`config.mk`:
```
export PLATFORM = sky130hd
export DESIGN_NAME = emmc_boot_cmd_decoder
export DESIGN_NICKNAME = d
export VERILOG_FILES = /design/src/rtl/emmc_cmd_pkg.sv /design/src/rtl/emmc_cmd_tracker.sv /design/src/rtl/emmc_cmd_shifter.sv /design/src/rtl/emmc_cmd_matcher.sv /design/src/rtl/emmc_boot_cmd_decoder.sv
export SDC_FILE = /design/constraint.sdc
export NUM_CORES = 1
export LEC_CHECK = 0
export ABC_AREA = 1
export BUFFER_PORTS_ARGS = -buffer_cell sky130_fd_sc_hd__buf_2
export CAP_MARGIN = 40
export CORE_MARGIN = 2
export CORE_UTILIZATION = 45
export DETAILED_ROUTE_END_ITERATION = 7
export PLACE_DENSITY_LB_ADDON = 0.3
export SYNTH_ARGS = -nofsm -noshare
export SYNTH_HDL_FRONTEND = slang
export SYNTH_HIERARCHICAL = 1
export SYNTH_SLANG_ARGS = --single-unit
```
`constraint.sdc`:
```
create_clock -name clk -period 1.9 [get_ports clk]
set_clock_uncertainty 0.1 [all_clocks]
set_input_delay 0 -clock clk [delete_from_list [all_inputs] [get_ports clk]]
set_output_delay 0 -clock clk [all_outputs]
set_load 0.005 [all_outputs]
```
`src/rtl/emmc_cmd_pkg.sv`:
```
package emmc_cmd_pkg;
  localparam int FRAME_BITS = 48;
  localparam int NUM_KNOWN  = 3;

  typedef enum logic [1:0] {
    CODE_IDLE     = 2'd0,
    CODE_PRE_IDLE = 2'd1,
    CODE_BOOT     = 2'd2,
    CODE_ERROR    = 2'd3
  } cmd_code_t;

  typedef enum logic [1:0] {
    TRK_ARMED   = 2'd0,
    TRK_CAPTURE = 2'd1,
    TRK_REARM   = 2'd2
  } trk_state_t;

  // index i of this table reports code i
  localparam logic [FRAME_BITS-1:0] KNOWN_FRAMES [NUM_KNOWN] = '{
    48'h400000000095,
    48'h40F0F0F0F0FD,
    48'h40FFFFFFFAE5
  };
endpackage

```
`src/rtl/emmc_cmd_tracker.sv`:
```
module emmc_cmd_tracker
  import emmc_cmd_pkg::*;
#(
  parameter int NBITS = FRAME_BITS
) (
  input  logic clk,
  input  logic rst,
  input  logic cmd_in,
  output logic shift_en,
  output logic frame_done
);
  localparam int CNT_W = $clog2(NBITS);
  localparam logic [CNT_W-1:0] LAST_IDX = CNT_W'(NBITS - 1);

  trk_state_t       state;
  logic [CNT_W-1:0] bit_cnt;

  // the start bit itself is shifted in on the edge that detects it
  assign shift_en = ((state == TRK_ARMED) && !cmd_in) || (state == TRK_CAPTURE);

  always_ff @(posedge clk) begin
    if (rst) begin
      state      <= TRK_ARMED;
      bit_cnt    <= '0;
      frame_done <= 1'b0;
    end else begin
      frame_done <= 1'b0;
      case (state)
        TRK_ARMED: begin
          if (!cmd_in) begin
            state   <= TRK_CAPTURE;
            bit_cnt <= CNT_W'(1);
          end
        end
        TRK_CAPTURE: begin
          if (bit_cnt == LAST_IDX) begin
            state      <= TRK_REARM;
            bit_cnt    <= '0;
            frame_done <= 1'b1;
          end else begin
            bit_cnt <= bit_cnt + CNT_W'(1);
          end
        end
        TRK_REARM: begin
          if (cmd_in) state <= TRK_ARMED;
        end
        default: state <= TRK_ARMED;
      endcase
    end
  end
endmodule

```
`src/rtl/emmc_cmd_shifter.sv`:
```
module emmc_cmd_shifter #(
  parameter int NBITS = 48
) (
  input  logic             clk,
  input  logic             shift_en,
  input  logic             cmd_in,
  output logic [NBITS-1:0] frame
);
  always_ff @(posedge clk) begin
    if (shift_en) frame <= {frame[NBITS-2:0], cmd_in};
  end
endmodule

```
`src/rtl/emmc_cmd_matcher.sv`:
```
module emmc_cmd_matcher
  import emmc_cmd_pkg::*;
(
  input  logic                  clk,
  input  logic                  rst,
  input  logic                  frame_done,
  input  logic [FRAME_BITS-1:0] frame,
  output logic                  cmd_valid,
  output logic [1:0]            cmd_code
);
  logic [NUM_KNOWN-1:0] hit;
  cmd_code_t            match_code;

  for (genvar g = 0; g < NUM_KNOWN; g++) begin : g_cmp
    assign hit[g] = (frame == KNOWN_FRAMES[g]);
  end

  always_comb begin
    match_code = CODE_ERROR;
    for (int i = NUM_KNOWN - 1; i >= 0; i--) begin
      if (hit[i]) match_code = cmd_code_t'(i);
    end
  end

  always_ff @(posedge clk) begin
    if (rst) begin
      cmd_valid <= 1'b0;
      cmd_code  <= CODE_IDLE;
    end else begin
      cmd_valid <= frame_done;
      if (frame_done) cmd_code <= match_code;
    end
  end
endmodule

```
`src/rtl/emmc_boot_cmd_decoder.sv`:
```
module emmc_boot_cmd_decoder
  import emmc_cmd_pkg::*;
(
  input  logic       clk,
  input  logic       rst,
  input  logic       cmd_in,
  output logic       cmd_valid,
  output logic [1:0] cmd_code
);
  logic                  shift_en;
  logic                  frame_done;
  logic [FRAME_BITS-1:0] frame;

  emmc_cmd_tracker #(.NBITS(FRAME_BITS)) u_tracker (
    .clk        (clk),
    .rst        (rst),
    .cmd_in     (cmd_in),
    .shift_en   (shift_en),
    .frame_done (frame_done)
  );

  emmc_cmd_shifter #(.NBITS(FRAME_BITS)) u_shifter (
    .clk      (clk),
    .shift_en (shift_en),
    .cmd_in   (cmd_in),
    .frame    (frame)
  );

  emmc_cmd_matcher u_matcher (
    .clk        (clk),
    .rst        (rst),
    .frame_done (frame_done),
    .frame      (frame),
    .cmd_valid  (cmd_valid),
    .cmd_code   (cmd_code)
  );
endmodule

```
; Word-level counts from Yosys, hierarchy flattened
; Cells that the tools add are included.
; Widths: inputs -> output; s select.
[op_classes]
shifts = 0
order_cmp = 0
div_mod_pow = 0
bitwise = 1
mul = 0
eq_ne = 9
mux = 11
reduce_logical = 8
addsub = 1
[op_table]
columns = cell, n
row1 = $eq 48x47->1 const B, 3
row2 = $mux 6, 2
row3 = $pmux 6 s2, 1
row4 = $mux 2, 5
row5 = $add 6x1->6 const B, 1
row6 = $eq 6x6->1 const B, 1
row7 = $ne 2x2->1 const B, 3
row8 = $pmux 2 s3, 1
row9 = $reduce_and 3->1, 1
row10 = $eq 2x1->1 const B, 1
row11 = $eq 2x2->1 const B, 1
row12 = $logic_not 2->1, 1
row13 = $mux 1, 2
row14 = $reduce_and 2->1, 1
row15 = $reduce_bool 2->1, 1
row16 = $reduce_or 2->1, 1
row17 = $logic_and 1x1->1, 1
row18 = $logic_not 1->1, 1
row19 = $logic_or 1x1->1, 1
row20 = $not 1->1, 1
[word_totals]
memories = 0
mem_bits_ro = 0
ram_bits = 0
in_bits = 3
out_inout_bits = 3
ff_bits = 60
latch_bits = 0

; Depth between registers and ports, before layout
; Gate-level depths: netlist of run 1.
[depth]
word_depth = 4
depth_mapped = 9

; By module
; The synthesis of run 1 kept the hierarchy.
[modules_own_cells]
columns = module, cells_per_inst, area_per_inst_um2, seq_area_each_um2, instances
row1 = emmc_cmd_shifter, 48, 1441.4, 1441.4, 1
row2 = emmc_cmd_matcher, 130, 551.8, 60.1, 1
row3 = emmc_cmd_tracker, 60, 460.4, 180.2, 1

; Worst setup path after synthesis of run 1
; Ideal clock, no wire load.
[synth_timing]
path_type = register to register
startpoint = register u_tracker.state[0]
endpoint = register u_shifter.frame[0] (enable)
t_required_ns = 1.397
stages_incl_launch_ff = 3
t_arrival_ns = 1.429
setup_time_ns = 0.403
setup_slack_ns = -0.032
path_cell_list = dfxtp_1 > o21ai_2 > inv_1
[synth_via]
elab_chain_cells = 3
word_cells_on_any_way = 4
cone_classes = 1 x eq/ne / 3 x reduce/logical
[synth_lines]
columns = element, line
row1 = from (decl), emmc_cmd_tracker.sv:15  ; trk_state_t state;
row2 = from (signal assigned), emmc_cmd_tracker.sv:23  ; state <= TRK_ARMED;
row3 = from (signal assigned), emmc_cmd_tracker.sv:31  ; state <= TRK_CAPTURE;
row4 = from (signal assigned), emmc_cmd_tracker.sv:37  ; state <= TRK_REARM;
row5 = $logic_not 2->1, emmc_cmd_tracker.sv:19  ; assign shift_en = ((state == TRK_ARMED) && !cmd_in) || (state == TRK_CAPTURE);
row6 = $logic_and 1x1->1, emmc_cmd_tracker.sv:19
row7 = $logic_or 1x1->1 *, emmc_cmd_tracker.sv:19
row8 = via shift_en, emmc_boot_cmd_decoder.sv:10  ; logic shift_en;
row9 = to (signal assigned), emmc_cmd_shifter.sv:10  ; if (shift_en) frame <= {frame[NBITS-2:0], cmd_in};
row10 = to (decl), emmc_cmd_shifter.sv:7  ; output logic [NBITS-1:0] frame
; The timed path passes the listed nets; every way through them passes the cells marked *.
; A chain may end at the register's enable or synchronous reset.

; Worst setup path after layout of run 1
[layout_timing]
startpoint = register u_tracker.state[0]
endpoint = register u_shifter.frame[6] (enable)
; The elaborated chain is that of the path after synthesis.

==> impl_metrics.ini, run 1 <==
[power_and_ir_drop]
clkPwrFrac_pct = 42.3
p_int_mw = 2.49
leakage_nw = 1.10
pwr-share-seq_pct = 52.8
power_mw = 3.15
pwr_density_cell_nw_per_um2 = 1110
p_sw_mw = 0.660
ir_worst_vdd_mv = 0.630
swShare_pct = 20.9
p_comb_share_pct = 4.9

[place]
place_inst = 315
pre_cts_ws_ns = 0.413
place_congestion = 0.801
port_buffers = 5
dpl.hpwl_mm = 2.61
placed_area_um2 = 2580

[worst_setup_path]
end_kind = flop
cp_data_arrival_time_ns = 1.44
critical_path_class = reg -> reg
cp_max_fo = 35
worstSetupStartpointType = flop
required_ns = 1.84

[logic_synthesis]
syn_nets = 242
synth.distinct_cells = 23
ys_ff_latch = 60
yosysWarnings = 6
synth-seq-area-share_pct = 68.5
synth_area_um2 = 2450
syn_area_per_cell_um2 = 10.3
syn_inst = 238

[cells_and_area]
layout_common_cells = nand2_1, edfxtp_1, nor2_1, inv_1, dfxtp_1
multiInputGateArea_um2 = 644
layout_commonest_cell = nand2_1
seqCellArea_um2 = 1680
drive_gt1_share_pct = 12.5
num_antenna_cells = 0
nFillCells = 460
final_cell_area_um2 = 2840
instances_no_fill = 333
final_net_count = 262
layout-area-overhead-vs-synth_pct = 15.6

[sta]
timing.final.crit_share_pct = 78.8
rsz0062_at_grt = false
finalCriticalPeriod_ns = 1.50
hold_violations = 0
tightestPinTransition_ns = 0.442
fin_ws_ns = 0.402
setup_viol = 0
slew_viol_final = 0
fmax_mhz = 668
slew_headroom_pct = 70.5

[clock_tree]
clock_sinks = 60
clk_latency_ns = 0.33
clockRootBuffer = clkbuf_8
cts_buffer_depth = 2
cts_resized = 0
clk_pin_slew_worst_paths_ns = 0.06
cts_htree_levels = 3
cts_buffers = 9
cts_tree = built

[die]
fp.dieW_um = 77.8
rows = 26
die_y_um = 77.8
ioPinCount = 6
coreArea_um2 = 5170
die_area_um2 = 6060
initial_core_util_pct = 47.4

[run]
cap_violations = 0

[grt]
grt_max_degree = 36
grt_overflow = 0
grt_antenna_before_repair = 0
groute.usage.overall_pct = 14.4
grt_first_pass_wirelength_mm = 6.42
grt_pass1_vias = 1422

[detailed_routing]
drtIter0Drc = 85
antenna_left = 0
via_per_inst = 4.52
vias = 1506
drt_pre_antenna_iters = 4
drcViolationCount = 0
routedWlPerCell_um = 11.6
finalWirelength_mm = 3.86

[run_status]
outcome = completed

[hold_path]
hold_class = in -> reg
-- sequential cells by signal, summed over array words and instances, names as in the netlist --
signal and flops:
u_tracker/bit_cnt 6, u_matcher/cmd_valid 1, u_matcher/cmd_code 2, u_tracker/state 2
u_tracker/frame_done 1, u_shifter/frame 48
-- final cells by class --
class                   count  area share [%]
clock inverters             6            3.62
flip-flops and latches     60            59.3
inverters                  34            4.63
repair buffers              9            2.12
well taps                  70            3.09
clock buffers              10            4.50
multi-input cells         144            22.7
-- kinds of logic after synthesis --
family / share of synthesized area, %
buffers and inverters: 5.20
and+or+nand+nor: 21.9
AOI/OAI and AO/OA: 3.82
adders and majority gates: 0.510
DFF: 68.5
-- metal layers --
metal	wire (µm)	vias to the layer above	part of all wire, %	GRT usage [%]
li1	-	809	-	-
met1	1940	670	50	18.5
met2	1660	20	43	20.2
met3	160	7	4.1	5.81
met4	94	0	2.4	9.11
met5	0	-	0	0
-- critical path, stage by stage, from the launching register on --
cell and delay [ns]:
dfxtp_1 0.34, o21ai_2 0.32, clkinvlp_4 0.15, buf_4 0.28
-- stage by stage --
stage | TNS [ns] | hold slack (ns) | utilization (%)
2_1_floorplan | -0.00410 | -0.0376 | -
3_3_place_gp | 0 | 0.114 | 50.0
3_5_place_dp | 0 | 0.114 | 50.0
4_1_cts | 0 | 0.291 | 54.8
5_1_grt | 0 | 0.319 | 54.8
6_report | 0 | 0.312 | 54.8
-- timing repair --
action / 4_1_cts / 5_1_grt
hold buffers: 2 / 0
setup buffers: 0 / 0
hold endpoints to repair: 10 / 0
-- synth_stat cells --
cell	n	share of area (%)
nor2_4	2	0.92
nand3_2	2	0.82
edfxtp_1	48	59
o21ai_1	1	0.20
o21a_1	1	0.31
o21ai_2	1	0.36
a22oi_1	1	0.31
inv_1	33	5.0
nand4_1	3	0.76
nand2_2	1	0.26
nor2_2	3	0.76
o21ai_0	2	0.41
and2_1	1	0.26
nand2_1	62	9.5
o21bai_1	1	0.31
dfxtp_1	12	9.8
inv_2	1	0.15
nor3_1	1	0.20
a21oi_1	6	1.2
nand3_1	7	1.4
nor2_1	46	7.0
a21oi_2	2	0.71
ha_1	1	0.51
-- power groups by stage --
stage | clock network [mW] | logic [mW] | registers, mW
finish | 1.33 | 0.155 | 1.66
global route | 1.42 | 0.180 | 1.68
CTS | 1.37 | 0.157 | 1.67
detailed placement | 0 | 0.154 | 1.69
global placement | 0 | 0.150 | 1.69
floorplan | 0 | 0.118 | 1.66
-- worst paths after layout --
path / start / to / slack, ns / cells after the start
max reg2reg: u_tracker/state[0]$_SDFFE_PP0P_ / u_shifter/frame[6]$_DFFE_PP_ / 0.40 / 3
max: u_tracker/state[0]$_SDFFE_PP0P_ / u_shifter/frame[6]$_DFFE_PP_ / 0.40 / 3
min: cmd_in / u_shifter/frame[0]$_DFFE_PP_ / 0.31 / 2
min reg2reg: u_shifter/frame[10]$_DFFE_PP_ / u_shifter/frame[11]$_DFFE_PP_ / 0.35 / 0
Note: power is estimated with default switching activity, not from simulation.
==> inputs of run 2 (changes only) <==
- ABC_AREA: 1 -> 0
- clock period: 1.9 -> 1.35 ns (I/O delays scaled with it)
==> run 2 against run 1 <==
The flow now finishes with violations (setup timing). Critical path depth increased by 1. Flip-flop and latch count did not move. Wire length up 22%. Sequential power rose by 39%. Final area rose by 7.2%. Maximum frequency shrank 21%. Die area is 8.6% lower. Via count is 2.9% higher. Worst hold slack better by 0.011 ns. Area after synthesis shrank 9.1%. Core utilization grew 9.1 points. Critical path type unchanged. Largest cell class unchanged.
==> impl_metrics.ini, run 2 <==
[run_status]
outcome = complete, but fails checks
violations = setup timing

[place]
dpl.hpwl_mm = 3.15
place_congestion = 0.904
port_buffers = 5

[die]
rows = 25
initial_core_util_pct = 46.9
coreArea_um2 = 4750
ioPinCount = 6
die_y_um = 74.4
fp.dieW_um = 74.4
die_area_um2 = 5540

[logic_synthesis]
yosys.area.top_type = edfxtp_1
yosysMostFrequentCell = edfxtp_1
syn_area_per_cell_um2 = 15.1
synth_area_um2 = 2230
synthTopCellsByCount = edfxtp_1, dfxtp_1, nand4_1, nor4_1, nand2_1
synth_edf_count = 48
synth-seq-area-share_pct = 75.4
synth_top_area_share_pct = 64.6
syn_nets = 152
syn_inst = 148
ys_ff_latch = 60
synth.distinct_cells = 33
synth_area_leaders = edfxtp_1, dfxtp_1, nand4_1
async_reset_ff_share_pct = 0
synthFlopType = edfxtp_1
yosysWarnings = 6

[power_and_ir_drop]
pwr_density_cell_nw_per_um2 = 1320
ir_worst_vdd_mv = 0.741
power_mw = 4.00
leakage_nw = 1.10

[cells_and_area]
layout_common_cells = edfxtp_1, buf_4, clkbuf_8, nand4_1, nand2_1
reg_top3 = u_shifter/frame (48), u_tracker/bit_cnt (6)
final_net_count = 220
drive_gt1_share_pct = 38.9
num_antenna_cells = 0
layout-area-overhead-vs-synth_pct = 36.3
largest_reg_flops = 48
top_register = u_shifter/frame
fin_util_pct = 63.9
layout_commonest_cell = edfxtp_1

[clock_tree]
cts_buffer_depth = 2
clk_latency_ns = 0.33
cts_tree = built
clk_pin_slew_worst_paths_ns = 0.06
cts_buffers = 9
clockRootBuffer = clkbuf_8
clock_sinks = 60
cts_htree_levels = 3

[grt]
grt_pass1_vias = 1555
grt_antenna_before_repair = 0
grt_first_pass_wirelength_mm = 7.34
grt_max_degree = 24
grt_overflow = 0
groute.usage.overall_pct = 18.7

[detailed_routing]
drtIter0Drc = 123
routedWlPerCell_um = 16.3
drt_pre_antenna_iters = 4
via_per_inst = 5.38
drcViolationCount = 0
antenna_left = 0
vias = 1550
finalWirelength_mm = 4.70

[sta]
setup_viol = 3
finalCriticalPeriod_ns = 1.90
fin_ws_ns = -0.548
fmax_mhz = 527
rsz0062_at_grt = true
slew_viol_final = 0
tns_ns = -1.14
holdWs_ns = 0.322
hold_violations = 0
tightestPinTransition_ns = 0.389
timing.final.crit_share_pct = 141
slew_headroom_pct = 73.4

[run]
cap_violations = 0

[worst_setup_path]
cp_max_fo = 2
end_kind = flop
cp_data_arrival_time_ns = 2.02
critical_path_class = reg -> reg
required_ns = 1.47
worstSetupStartpointType = flop

[hold_path]
hold_class = in -> reg
run 2: kinds of logic (layout without fill, tap and decap cells):
kind of cell / Yosys count / in the layout / synth area share, %
simple gates: 60 / 60 / 16.0
flops: 60 / 60 / 75.4
compound gates: 21 / 21 / 6.62
fa+ha+maj: 1 / 1 / 0.561
buf+inv: 6 / 79 / 1.40
run 2: power by group:
part	total (mW)	switching, mW	leakage, nW	internal (mW)
registers	2.30	0.104	0.583	2.20
logic	0.360	0.148	0.436	0.212
clock network	1.34	0.623	0.0790	0.722
run 2: metal layers:
layer	track usage (%)	wire length, µm
met1	21.8	2040
met2	29.1	2330
met3	10.3	281
met4	7.34	48
met5	0	0
run 2: area by class of cell:
cell class / count / area, µm²
fill: 368 / 1710
tap: 67 / 83.8
sequential: 60 / 1700
inverter: 4 / 15.0
clock buffer: 16 / 160
timing repair buffer: 59 / 515
multi-input combinational: 82 / 567
run 2: critical path, stage by stage, from the launching register on:
cell	delay [ns]
edfxtp_1	0.35
nand4_1	0.10
or4_4	0.52
or4_4	0.49
o221a_2	0.24
run 2: worst paths after layout:
check,endpoint,slack (ns),cells after the start,startpoint
worst max-delay path,u_matcher/cmd_code[0]$_SDFFE_PP0P_,-0.55,4,u_shifter/frame[14]$_DFFE_PP_
worst min-delay path,u_shifter/frame[0]$_DFFE_PP_,0.32,2,cmd_in
worst max register to register,u_matcher/cmd_code[0]$_SDFFE_PP0P_,-0.55,4,u_shifter/frame[14]$_DFFE_PP_
worst min register to register,u_shifter/frame[1]$_DFFE_PP_,0.35,0,u_shifter/frame[0]$_DFFE_PP_
run 2: timing repair:
| action | CTS | global route |
|---|---|---|
| resized for setup | 7 | 10 |
| hold buffers | 2 | 0 |
| setup endpoints to repair | 18 | 52 |
| endpoints found under the hold margin | 10 | 0 |
| cloned | 0 | 2 |
| setup buffers | 2 | 3 |
| pin swaps | 0 | 4 |
run 2: through the flow:
stage	instances	worst slack (ns)	cell area, µm²
after floorplan	148	-0.480	2250
final	288	-0.548	3040
after global placement	263	-0.508	2710
after global routing	288	-0.609	3040
after detailed placement	263	-0.574	2710
after CTS	283	-0.565	2920
==> inputs of run 3 (changes only) <==
- CORE_MARGIN: 2 -> not set
- CORE_UTILIZATION: 45 -> 50
- REMOVE_ABC_BUFFERS: not set -> 1
==> run 3 against run 2 <==
The flow still finishes with violations (setup timing). Worst hold slack gained 0.019 ns. Maximum frequency up 0.36%. Combinational power about the same. Worst setup slack improved by 0.0069 ns. Register-to-register slack barely moved. Cell count is 7.3% lower. Critical path depth unchanged. Wire length grew 2.9%.
==> impl_metrics.ini, run 3 (synthesized netlist as in run 2, its figures left out) <==
[die]
initial_core_util_pct = 53.8
ioPinCount = 6
rows = 23
coreArea_um2 = 4140
fp.dieW_um = 68.8
die_y_um = 68.8
die_area_um2 = 4730

[run_status]
violations = setup timing
outcome = complete, but fails checks

[clock_tree]
clk_pin_slew_worst_paths_ns = 0.06
cts_htree_levels = 3
cts_tree = built
clk_latency_ns = 0.33
clock_sinks = 60
clockRootBuffer = clkbuf_8
cts_buffer_depth = 2
cts_buffers = 9

[place]
pre_cts_ws_ns = -0.576
dpl.hpwl_mm = 3.09
port_buffers = 5
place_congestion = 0.793

[power_and_ir_drop]
leakage_nw = 1.07
pwr_density_cell_nw_per_um2 = 1330
ir_worst_vdd_mv = 0.872
power_mw = 3.90

[worst_setup_path]
rrSetupSlack_ns = -0.54
r2r_cells = 4
cp.buffers_inverters = 0
r2r-end = u_matcher/cmd_code[1]$_SDFFE_PP0P_
cp_max_fo = 2
required_ns = 1.46
cp_top_family = simple AND/OR/NAND/NOR gates
slowest_delay_ns = 0.51
cp_data_arrival_time_ns = 2.00
worst_path_max_delay_cell = or4_1
critical_path_class = reg -> reg
cp_cell_sequence = nand2_1 -> or4_1 -> or4_4 -> o221a_1
end_kind = flop
worstSetupStartpointType = flop
r2r-start = u_shifter/frame[23]$_DFFE_PP_

[cells_and_area]
top_register = u_shifter/frame
layout-area-overhead-vs-synth_pct = 31.5
nFillCells = 280
layout_common_cells = buf_4, edfxtp_1, clkbuf_8, nand4_1
num_antenna_cells = 0
drive_gt1_share_pct = 38.7
reg_top3 = u_shifter/frame (48), u_tracker/bit_cnt (6)
final_net_count = 218
largest_reg_flops = 48

[sta]
fin_ws_ns = -0.542
timing.final.crit_share_pct = 140
slew_headroom_pct = 67.2
hold_violations = 0
rsz0062_at_grt = true
finalCriticalPeriod_ns = 1.89
tightestPinTransition_ns = 0.487
tns_ns = -1.07
fmax_mhz = 529
setup_viol = 2
holdWs_ns = 0.341
slew_viol_final = 0

[hold_path]
min_to = u_shifter/frame[0]$_DFFE_PP_
hold_depth = 2
hold_class = in -> reg
min-delay-start = cmd_in

[detailed_routing]
wl_met1_mm = 2.00
finalWirelength_mm = 4.84
route.met3.wl_um = 356
drcViolationCount = 0
via_per_inst = 6.01
antenna_left = 0
drtIter0Drc = 154
drt_pre_antenna_iters = 4
top_layer = met4
vias = 1604
wl_met2_mm = 2.33
routedWlPerCell_um = 18.1

[grt]
grt_first_pass_wirelength_mm = 7.60
grt_overflow = 0
grt_antenna_before_repair = 0
groute.usage.overall_pct = 23.9
grt_max_degree = 29
grt_pass1_vias = 1568

[run]
cap_violations = 0
## run 3: worst reg2reg max path, cell delays in order, from the launching register on
cell	delay, ns
edfxtp_1	0.40
nand2_1	0.09
or4_1	0.51
or4_4	0.44
o221a_1	0.24
## run 3: routing by layer
metal | vias to the layer above | track usage (%)
met5 | - | 0
met4 | 0 | 13.0
met3 | 15 | 7.07
met2 | 80 | 36.9
met1 | 780 | 30.2
li1 | 729 | -
## run 3: layout make-up
type,instances,area [µm²],share of cell area [%]
Clock buffer,10,128,4.35
Clock inverter,4,18.8,0.640
Inverter,4,15.0,0.512
Multi-Input combinational cell,82,574,19.6
Sequential cell,60,1690,57.6
Tap cell,50,62.6,2.13
Timing Repair Buffer,57,445,15.2
## run 3: where the power goes
part	leakage (nW)	total [mW]	switching (mW)	internal, mW
Sequential	0.582	2.30	0.0997	2.20
Combinational	0.411	0.361	0.165	0.196
Clock	0.0792	1.24	0.610	0.628
Total	1.07	3.90	0.875	3.02
## run 3: worst max path at each step
stage | start | to | slack (ns) | depth (start not counted)
3_3_place_gp | u_shifter/frame[14]$_DFFE_PP_ | u_matcher/cmd_code[0]$_SDFFE_PP0P_ | -0.51 | 4
6_report | u_shifter/frame[23]$_DFFE_PP_ | u_matcher/cmd_code[1]$_SDFFE_PP0P_ | -0.54 | 4
5_1_grt | u_shifter/frame[43]$_DFFE_PP_ | u_matcher/cmd_code[1]$_SDFFE_PP0P_ | -0.66 | 6
4_1_cts | u_shifter/frame[5]$_DFFE_PP_ | u_matcher/cmd_code[1]$_SDFFE_PP0P_ | -0.57 | 4
3_5_place_dp | u_shifter/frame[5]$_DFFE_PP_ | u_matcher/cmd_code[0]$_SDFFE_PP0P_ | -0.58 | 4
2_1_floorplan | u_tracker/state[0]$_SDFFE_PP0P_ | u_tracker/bit_cnt[0]$_SDFFE_PP0P_ | -1.89 | 3
## run 3: per-stage QoR
step                instances  instance area [µm²]  utilization [%]
floorplan                 146                 2210                -
global placement          247                 2680             64.7
CTS                       266                 2890             69.7
detailed placement        247                 2680             64.7
global route              267                 2930             70.8
finish                    267                 2930             70.8
## run 3: what timing repair did
action / CTS / global route
pin swaps: 0 / 5
gates cloned: 0 / 0
hold buffers: 2 / 0
resized for setup: 5 / 9
hold endpoints to repair: 9 / 0
setup buffers: 3 / 1
setup endpoints to repair: 5 / 6
